==> config.mk <==
export PLATFORM = sky130hd
export DESIGN_NAME = can_irq_agg
export DESIGN_NICKNAME = d
export VERILOG_FILES = /design/src/rtl/can_irq_pkg.sv /design/src/rtl/can_irq_route.sv /design/src/rtl/can_irq_vec.sv /design/src/rtl/can_irq_sticky.sv /design/src/rtl/can_irq_agg.sv
export SDC_FILE = /design/constraint.sdc
export NUM_CORES = 1
export LEC_CHECK = 0
export ABC_AREA = 1
export BUFFER_PORTS_ARGS = -buffer_cell sky130_fd_sc_hd__buf_2
export CAP_MARGIN = 10
export CORE_AREA = 2 2 116 118
export DETAILED_ROUTE_END_ITERATION = 7
export DIE_AREA = 0 0 118 120
export GPL_TIMING_DRIVEN = 0
export SLEW_MARGIN = 20
export SYNTH_ARGS = -nofsm -noshare
export SYNTH_HDL_FRONTEND = slang
export SYNTH_SLANG_ARGS = --single-unit
export TNS_END_PERCENT = 10
==> constraint.sdc <==
create_clock -name clk -period 2 [get_ports clk]
set_input_delay 0.4 -clock clk [delete_from_list [all_inputs] [get_ports clk]]
set_output_delay 0.4 -clock clk [all_outputs]
set_load 0.05 [all_outputs]
==> src/rtl/can_irq_pkg.sv <==
package can_irq_pkg;
  localparam int FLAG_W   = 32;
  localparam int B_TMO    = 17;
  localparam int B_TSOVF  = 16;
  localparam int B_GMIF   = 15;
  localparam int B_ABORT  = 14;
  localparam int B_WRDENY = 13;
  localparam int B_WAKE   = 12;
  localparam int B_LOST   = 11;
  localparam int B_BUSOFF = 10;
  localparam int B_EPASS  = 9;
  localparam int B_WARN   = 8;
  localparam int N_EVT    = 6;
  // sticky bank order, index 0 first
  typedef enum int {
    E_WARN = 0, E_EPASS = 1, E_BUSOFF = 2, E_WAKE = 3, E_WRDENY = 4, E_TSOVF = 5
  } evt_idx_e;
endpackage

==> src/rtl/can_irq_route.sv <==
module can_irq_route #(
  parameter int NUM_MBX  = 32,
  parameter int COMPAT_N = 16,
  parameter bit LINE     = 1'b0
) (
  input  logic [NUM_MBX-1:0] mbx_done,
  input  logic [NUM_MBX-1:0] mbx_tmo,
  input  logic [NUM_MBX-1:0] mbx_abort,
  input  logic [NUM_MBX-1:0] mbx_lost,
  input  logic [NUM_MBX-1:0] mbx_mask,
  input  logic [NUM_MBX-1:0] mbx_lvl,
  input  logic               compat_mode,
  output logic [NUM_MBX-1:0] pend,
  output logic               tmo_any,
  output logic               abort_any,
  output logic               lost_any
);
  logic [NUM_MBX-1:0] keep;
  logic [NUM_MBX-1:0] mine;

  always_comb begin
    for (int i = 0; i < NUM_MBX; i++) begin
      keep[i] = !compat_mode || (i < COMPAT_N);
    end
  end

  assign mine      = (LINE ? mbx_lvl : ~mbx_lvl) & keep;
  assign pend      = mbx_done & mbx_mask & mine;
  assign tmo_any   = !compat_mode && (|(mbx_tmo & mine));
  assign abort_any = |(mbx_abort & mine);
  assign lost_any  = |(mbx_lost & mine);
endmodule

==> src/rtl/can_irq_vec.sv <==
module can_irq_vec #(
  parameter int NUM_MBX  = 32,
  parameter int COMPAT_N = 16,
  parameter int VEC_W    = $clog2(NUM_MBX)
) (
  input  logic               clk,
  input  logic               rst_n,
  input  logic [NUM_MBX-1:0] pend,
  input  logic               compat_mode,
  output logic               gmif_q,
  output logic [VEC_W-1:0]   vec_q
);
  logic [VEC_W-1:0]   hi;
  logic               any;
  logic               in_range;
  logic [NUM_MBX-1:0] pend_d;

  always_comb begin
    hi = '0;
    for (int i = 0; i < NUM_MBX; i++) begin
      if (pend[i]) hi = VEC_W'(i);
    end
  end

  assign any      = |pend;
  assign in_range = !compat_mode || (int'(vec_q) < COMPAT_N);

  always_ff @(posedge clk or negedge rst_n) begin
    if (!rst_n) begin
      gmif_q <= 1'b0;
      vec_q  <= '0;
      pend_d <= '0;
    end else begin
      gmif_q <= any;
      pend_d <= pend;
      if (!any)                                  vec_q <= '0;
      else if (!gmif_q || hi > vec_q || !in_range) vec_q <= hi;
    end
  end

  // on a fresh flag the vector names the top pending mailbox
  p_vec_hi_r3: assert property (@(posedge clk) disable iff (!rst_n)
    $past(rst_n) && gmif_q && !$past(gmif_q) |-> (pend_d >> vec_q) == NUM_MBX'(1));

  // while the flag holds and the mode is steady the vector never falls
  p_vec_mono_r3: assert property (@(posedge clk) disable iff (!rst_n)
    $past(rst_n) && $past(gmif_q) && gmif_q && !$past(compat_mode) && !$past(compat_mode, 2)
    |-> vec_q >= $past(vec_q));

  // nothing pending gives a zero vector and a cleared flag
  p_vec_zero_r4: assert property (@(posedge clk) disable iff (!rst_n)
    $past(rst_n) && !$past(any) |-> vec_q == '0 && !gmif_q);

  // compatibility mode keeps the vector inside the reduced window
  p_vec_compat_r5: assert property (@(posedge clk) disable iff (!rst_n)
    $past(rst_n) && $past(compat_mode) |-> int'(vec_q) < COMPAT_N);
endmodule

==> src/rtl/can_irq_sticky.sv <==
module can_irq_sticky #(
  parameter int W = 6
) (
  input  logic         clk,
  input  logic         rst_n,
  input  logic [W-1:0] set,
  input  logic [W-1:0] clr,
  output logic [W-1:0] q
);
  always_ff @(posedge clk or negedge rst_n) begin
    if (!rst_n) q <= '0;
    else        q <= (q & ~clr) | set;
  end

  // a set in the previous clock is visible, whatever the clear did
  p_set_wins_r8: assert property (@(posedge clk) disable iff (!rst_n)
    $past(rst_n) |-> ((q & $past(set)) == $past(set)));

  // a clear with no set empties the bit
  p_w1c_r8: assert property (@(posedge clk) disable iff (!rst_n)
    $past(rst_n) |-> ((q & $past(clr & ~set)) == '0));

  // bits that see neither set nor clear keep their value
  p_hold_r8: assert property (@(posedge clk) disable iff (!rst_n)
    $past(rst_n) |-> (((q ^ $past(q)) & $past(~set & ~clr)) == '0));
endmodule

==> src/rtl/can_irq_agg.sv <==
module can_irq_agg
  import can_irq_pkg::*;
#(
  parameter int NUM_MBX  = 32,
  parameter int COMPAT_N = 16
) (
  input  logic               clk,
  input  logic               rst_n,
  input  logic               compat_mode,
  input  logic [NUM_MBX-1:0] mbx_done,
  input  logic [NUM_MBX-1:0] mbx_tmo,
  input  logic [NUM_MBX-1:0] mbx_abort,
  input  logic [NUM_MBX-1:0] mbx_lost,
  input  logic [NUM_MBX-1:0] mbx_mask,
  input  logic [NUM_MBX-1:0] mbx_lvl,
  input  logic               glb_lvl,
  input  logic               ev_warn,
  input  logic               ev_epass,
  input  logic               ev_busoff,
  input  logic               ev_wake,
  input  logic               ev_wrdeny,
  input  logic               ts_msb,
  input  logic               clr_we,
  input  logic               clr_line,
  input  logic [FLAG_W-1:0]  clr_mask,
  output logic [FLAG_W-1:0]  flags0,
  output logic [FLAG_W-1:0]  flags1,
  output logic               irq0,
  output logic               irq1
);
  localparam int VEC_W = $clog2(NUM_MBX);

  logic              ts_q;
  logic              ts_rise;
  logic [N_EVT-1:0]  evt;
  logic [N_EVT-1:0]  clr_pick;
  logic [FLAG_W-1:0] flg_w [2];
  logic              irq_w [2];

  always_ff @(posedge clk or negedge rst_n) begin
    if (!rst_n) ts_q <= 1'b0;
    else        ts_q <= ts_msb;
  end
  assign ts_rise = ts_msb & ~ts_q;

  always_comb begin
    evt              = '0;
    evt[E_WARN]      = ev_warn;
    evt[E_EPASS]     = ev_epass;
    evt[E_BUSOFF]    = ev_busoff;
    evt[E_WAKE]      = ev_wake;
    evt[E_WRDENY]    = ev_wrdeny;
    evt[E_TSOVF]     = ts_rise;
    clr_pick           = '0;
    clr_pick[E_WARN]   = clr_mask[B_WARN];
    clr_pick[E_EPASS]  = clr_mask[B_EPASS];
    clr_pick[E_BUSOFF] = clr_mask[B_BUSOFF];
    clr_pick[E_WAKE]   = clr_mask[B_WAKE];
    clr_pick[E_WRDENY] = clr_mask[B_WRDENY];
    clr_pick[E_TSOVF]  = clr_mask[B_TSOVF];
  end

  for (genvar l = 0; l < 2; l++) begin : g_line
    localparam bit L1 = (l == 1);
    logic [NUM_MBX-1:0] pend;
    logic               tmo_c, ab_c, lost_c;
    logic               tmo_q, ab_q, lost_q;
    logic               gmif;
    logic [VEC_W-1:0]   vec;
    logic [N_EVT-1:0]   set_v, clr_v, stk;
    logic [FLAG_W-1:0]  fw;

    can_irq_route #(.NUM_MBX(NUM_MBX), .COMPAT_N(COMPAT_N), .LINE(L1)) u_route (
      .mbx_done(mbx_done), .mbx_tmo(mbx_tmo), .mbx_abort(mbx_abort),
      .mbx_lost(mbx_lost), .mbx_mask(mbx_mask), .mbx_lvl(mbx_lvl),
      .compat_mode(compat_mode), .pend(pend),
      .tmo_any(tmo_c), .abort_any(ab_c), .lost_any(lost_c)
    );

    can_irq_vec #(.NUM_MBX(NUM_MBX), .COMPAT_N(COMPAT_N), .VEC_W(VEC_W)) u_vec (
      .clk(clk), .rst_n(rst_n), .pend(pend), .compat_mode(compat_mode),
      .gmif_q(gmif), .vec_q(vec)
    );

    assign set_v = (glb_lvl == L1) ? evt : '0;
    assign clr_v = (clr_we && (clr_line == L1)) ? clr_pick : '0;

    can_irq_sticky #(.W(N_EVT)) u_stk (
      .clk(clk), .rst_n(rst_n), .set(set_v), .clr(clr_v), .q(stk)
    );

    always_ff @(posedge clk or negedge rst_n) begin
      if (!rst_n) begin
        tmo_q  <= 1'b0;
        ab_q   <= 1'b0;
        lost_q <= 1'b0;
      end else begin
        tmo_q  <= tmo_c;
        ab_q   <= ab_c;
        lost_q <= lost_c;
      end
    end

    always_comb begin
      fw             = '0;
      fw[VEC_W-1:0]  = vec;
      fw[B_TMO]      = tmo_q;
      fw[B_GMIF]     = gmif;
      fw[B_ABORT]    = ab_q;
      fw[B_LOST]     = lost_q;
      fw[B_WARN]     = stk[E_WARN];
      fw[B_EPASS]    = stk[E_EPASS];
      fw[B_BUSOFF]   = stk[E_BUSOFF];
      fw[B_WAKE]     = stk[E_WAKE];
      fw[B_WRDENY]   = stk[E_WRDENY];
      fw[B_TSOVF]    = stk[E_TSOVF];
    end

    assign flg_w[l] = fw;
    assign irq_w[l] = |fw[B_TMO:B_WARN];

    // with R2 routing: an enabled done mailbox on this line raises the flag
    p_gmif_r1: assert property (@(posedge clk) disable iff (!rst_n)
      $past(rst_n) && !$past(compat_mode) &&
      $past(|(mbx_done & mbx_mask & (L1 ? mbx_lvl : ~mbx_lvl))) |-> flg_w[l][B_GMIF]);

    // timeout flag is held low in compatibility mode
    p_tmo_compat_r5: assert property (@(posedge clk) disable iff (!rst_n)
      $past(rst_n) && $past(compat_mode) |-> !flg_w[l][B_TMO]);

    // a rising timestamp MSB on the selected line sets overflow
    p_tsovf_r6: assert property (@(posedge clk) disable iff (!rst_n)
      $past(rst_n) && $past(ts_msb) && !$past(ts_msb, 2) && ($past(glb_lvl) == L1)
      |-> flg_w[l][B_TSOVF]);
  end

  assign flags0 = flg_w[0];
  assign flags1 = flg_w[1];
  assign irq0   = irq_w[0];
  assign irq1   = irq_w[1];
endmodule

==> reports/metrics.csv <==
metric,value,unit
num ports,302,
slowest CP cell,a21oi_2,
final setup margin,-1110,ps
Cell variety after synth,34,
CTS Root Cell,clkbuf_16,
Worst-path clk slew,50,ps
n_diodes,0,
Post-synth ARST share,100,%
WL/cell,14.5,microns
TritonRoute pass-1 iters,5,
FP Rows,42,
Port Buffers,241,
Synth-to-Final Area Change,53.4,%
Die ar.,0.0142,sq mm
period utilization,155,%
fmax,322,MHz
grt total ovfl,0,
post-route minimum period,3110,ps
register area share after synthesis,19.4,%
fin cells,1139,
Die Y,120,microns
Int Pwr,0.00219,W
synthesized instance count,663,
crit path from,mbx_lvl[2],
Worst setup EP type,register,
failing checks,negative setup slack,
final setup vio count,10,
CTS tree,done,
buffer depth of the longest clock path,2,
cts hold-fix bufs,0,
worst skew pair latency,270,ps
Clk pwr share,17.0,%
top-count cell post-synth,nand2_1,
core area,0.0130,sq mm
WL final,16500,microns
Yosys top cell by area,dfrtp_1,
number of vias per cell,4.87,
cell area power density,697,mW/mm^2
vias in the first global route,5350,
Hold WC Path Type,in -> async,
Crit path buffers/inverters,3,
final slew viol count,0,
CTS buffer count,5,
worst hold slack,170,ps
filler instances,1438,
CTS sink count,31,
Seq pwr share,20.7,%
top cell type's share of synthesized area,19.4,%
DP HPWL,14400,microns
RSZ-0062 raised after global routing,yes,
initial core utilization,30.7,%
number of flops mapped to enable cells by yosys,0,
first-pass GRT wire length,25400,microns
Sw Ratio,48.8,%
Peak VDD IR,322,uV
Final GP Congestion,0.945,
Post-Layout Inst Area,0.00612,sq mm
fraction of layout cells with a size suffix above 1,37.8,%
endpoints failing hold,0,
Synth top cells by count,"nand2_1 (180), inv_1 (94), nand3_1 (70)",
outcome,"finished, violations left",
Syn Area/Cell,6.02,sq um
total negative slack,-10880,ps
crit-path max FO,5,
YS warnings,0,
data required time at the worst endpoint,2150,ps
largest net degree at the start of global routing,32,
worst setup slack after placement,-1530,ps
DRC viols,0,
synth top area cells,"dfrtp_1 (19%), nand2_1 (17%), inv_1 (8.8%)",
Worst path most repeated cell,nand2_1,
max cap viols,0,
Post-DP Area,0.00557,sq mm
GRT Resource Usage Total,22.3,%
Crit Path Class,in -> reg,
Lkg Pwr,3.51,nW
worst path arrival time,3260,ps
Mapped Area,0.00399,sq mm
antenna-violating nets left,0,
Sw Pwr,0.00208,W
initial antenna violation count,0,
Gate power share,62.3,%
Crit path max-delay family,simple AND/OR/NAND/NOR gates,
fin nets,1209,
"flops & latches, synth",31,
routed vias,5552,
CP Launch Type,input pin,
relative slew slack,54.8,%
worst slew pin tran,678,ps
Initial DRC Count,360,
Clock Skew,0.813,ps
Worst path max stage delay,180,ps
FF-to-FF Start,g_line[1].u_vec.vec_q[1],
Post-Place Cells,1113,
ys flop type,dfrtp_1,
die width,118,microns
H-tree depth,2,
flip-flops by register name (all words and copies together) (netlist names):
signal / flops
g_line.lost_q: 2
g_line.ab_q: 2
g_line.tmo_q: 2
g_line.u_vec.vec_q: 10
g_line.u_vec.gmif_q: 2
ts_q: 1
g_line.u_stk.q: 12
layout by cell type (no fill, tap or decap), types with 13 or more instances in the layout:
master,instances
a221oi_1,25
buf_2,234
o22ai_1,32
dfrtp_1,31
nand2_1,169
conb_1,34
nand4_1,16
nand3_1,61
nor2_1,42
nand2_2,13
buf_4,63
a21oi_1,14
o21ai_0,30
inv_1,90
stage by stage:
step | utilization [%] | power [W]
CTS | 46.0 | 0.00420
floorplan | - | 0.00252
global route | 47.1 | 0.00461
detailed placement | 42.9 | 0.00323
global placement | 42.9 | 0.00322
finish | 47.1 | 0.00427
cell families (layout without fill, tap and decap cells):
kind of cell	Yosys count	in the layout	synth area share, %
adder cells (fa/ha/maj)	10	10	3.14
other	1	34	0.0940
flip-flops	31	31	19.4
AO/OA/AOI/OAI	145	145	24.0
AND/OR/NAND/NOR	329	331	35.5
buffers and inverters	147	412	17.8
path summary, 6_finish.rpt:
kind	slack (ps)	depth (start not counted)	endpoint
max	-1110	44	g_line[0].u_vec.vec_q[4]
min	170	1	g_line[0].u_vec.vec_q[2]
max reg2reg	180	12	g_line[1].u_vec.vec_q[0]
min reg2reg	530	2	g_line[1].u_stk.q[4]
max in group asynchronous	1400	1	g_line[0].u_stk.q[2]
min in group clk	250	1	ts_q
power by group through the flow:
stage | sequential (W) | clock [W] | combinational (W)
after global placement | 0.000878 | 0 | 0.00234
after detailed placement | 0.000884 | 0 | 0.00234
after floorplan | 0.00134 | 0 | 0.00118
after CTS | 0.000885 | 0.000740 | 0.00257
after global routing | 0.000907 | 0.000776 | 0.00293
final | 0.000885 | 0.000725 | 0.00266
repair_timing:
| item | in CTS | in global routing |
|---|---|---|
| buffers inserted | 12 | 5 |
| gates resized for setup | 45 | 30 |
| pin swaps | 25 | 22 |
| cloned | 2 | 0 |
| setup endpoints to repair | 15 | 15 |
area by class of cell:
| type | instances | area (sq um) | area share, % |
|---|---|---|---|
| Sequential cell | 31 | 776 | 12.7 |
| Timing Repair Buffer | 258 | 1390 | 22.7 |
| Multi-Input combinational cell | 520 | 2850 | 46.5 |
| Tap cell | 176 | 220 | 3.60 |
| Clock inverter | 1 | 5.00 | 0.0818 |
| Inverter | 101 | 399 | 6.52 |
| Clock buffer | 6 | 139 | 2.27 |
| Buffer | 46 | 343 | 5.60 |
routing by layer:
layer | part of all wire [%] | GRT usage (%) | up-vias
met2 | 49 | 40.0 | 241
met4 | 1.8 | 5.42 | 0
li1 | - | - | 2828
met5 | 0 | 0 | -
met1 | 42 | 27.7 | 2454
met3 | 7.2 | 3.80 | 29
Note: power is estimated with default switching activity, not from simulation.
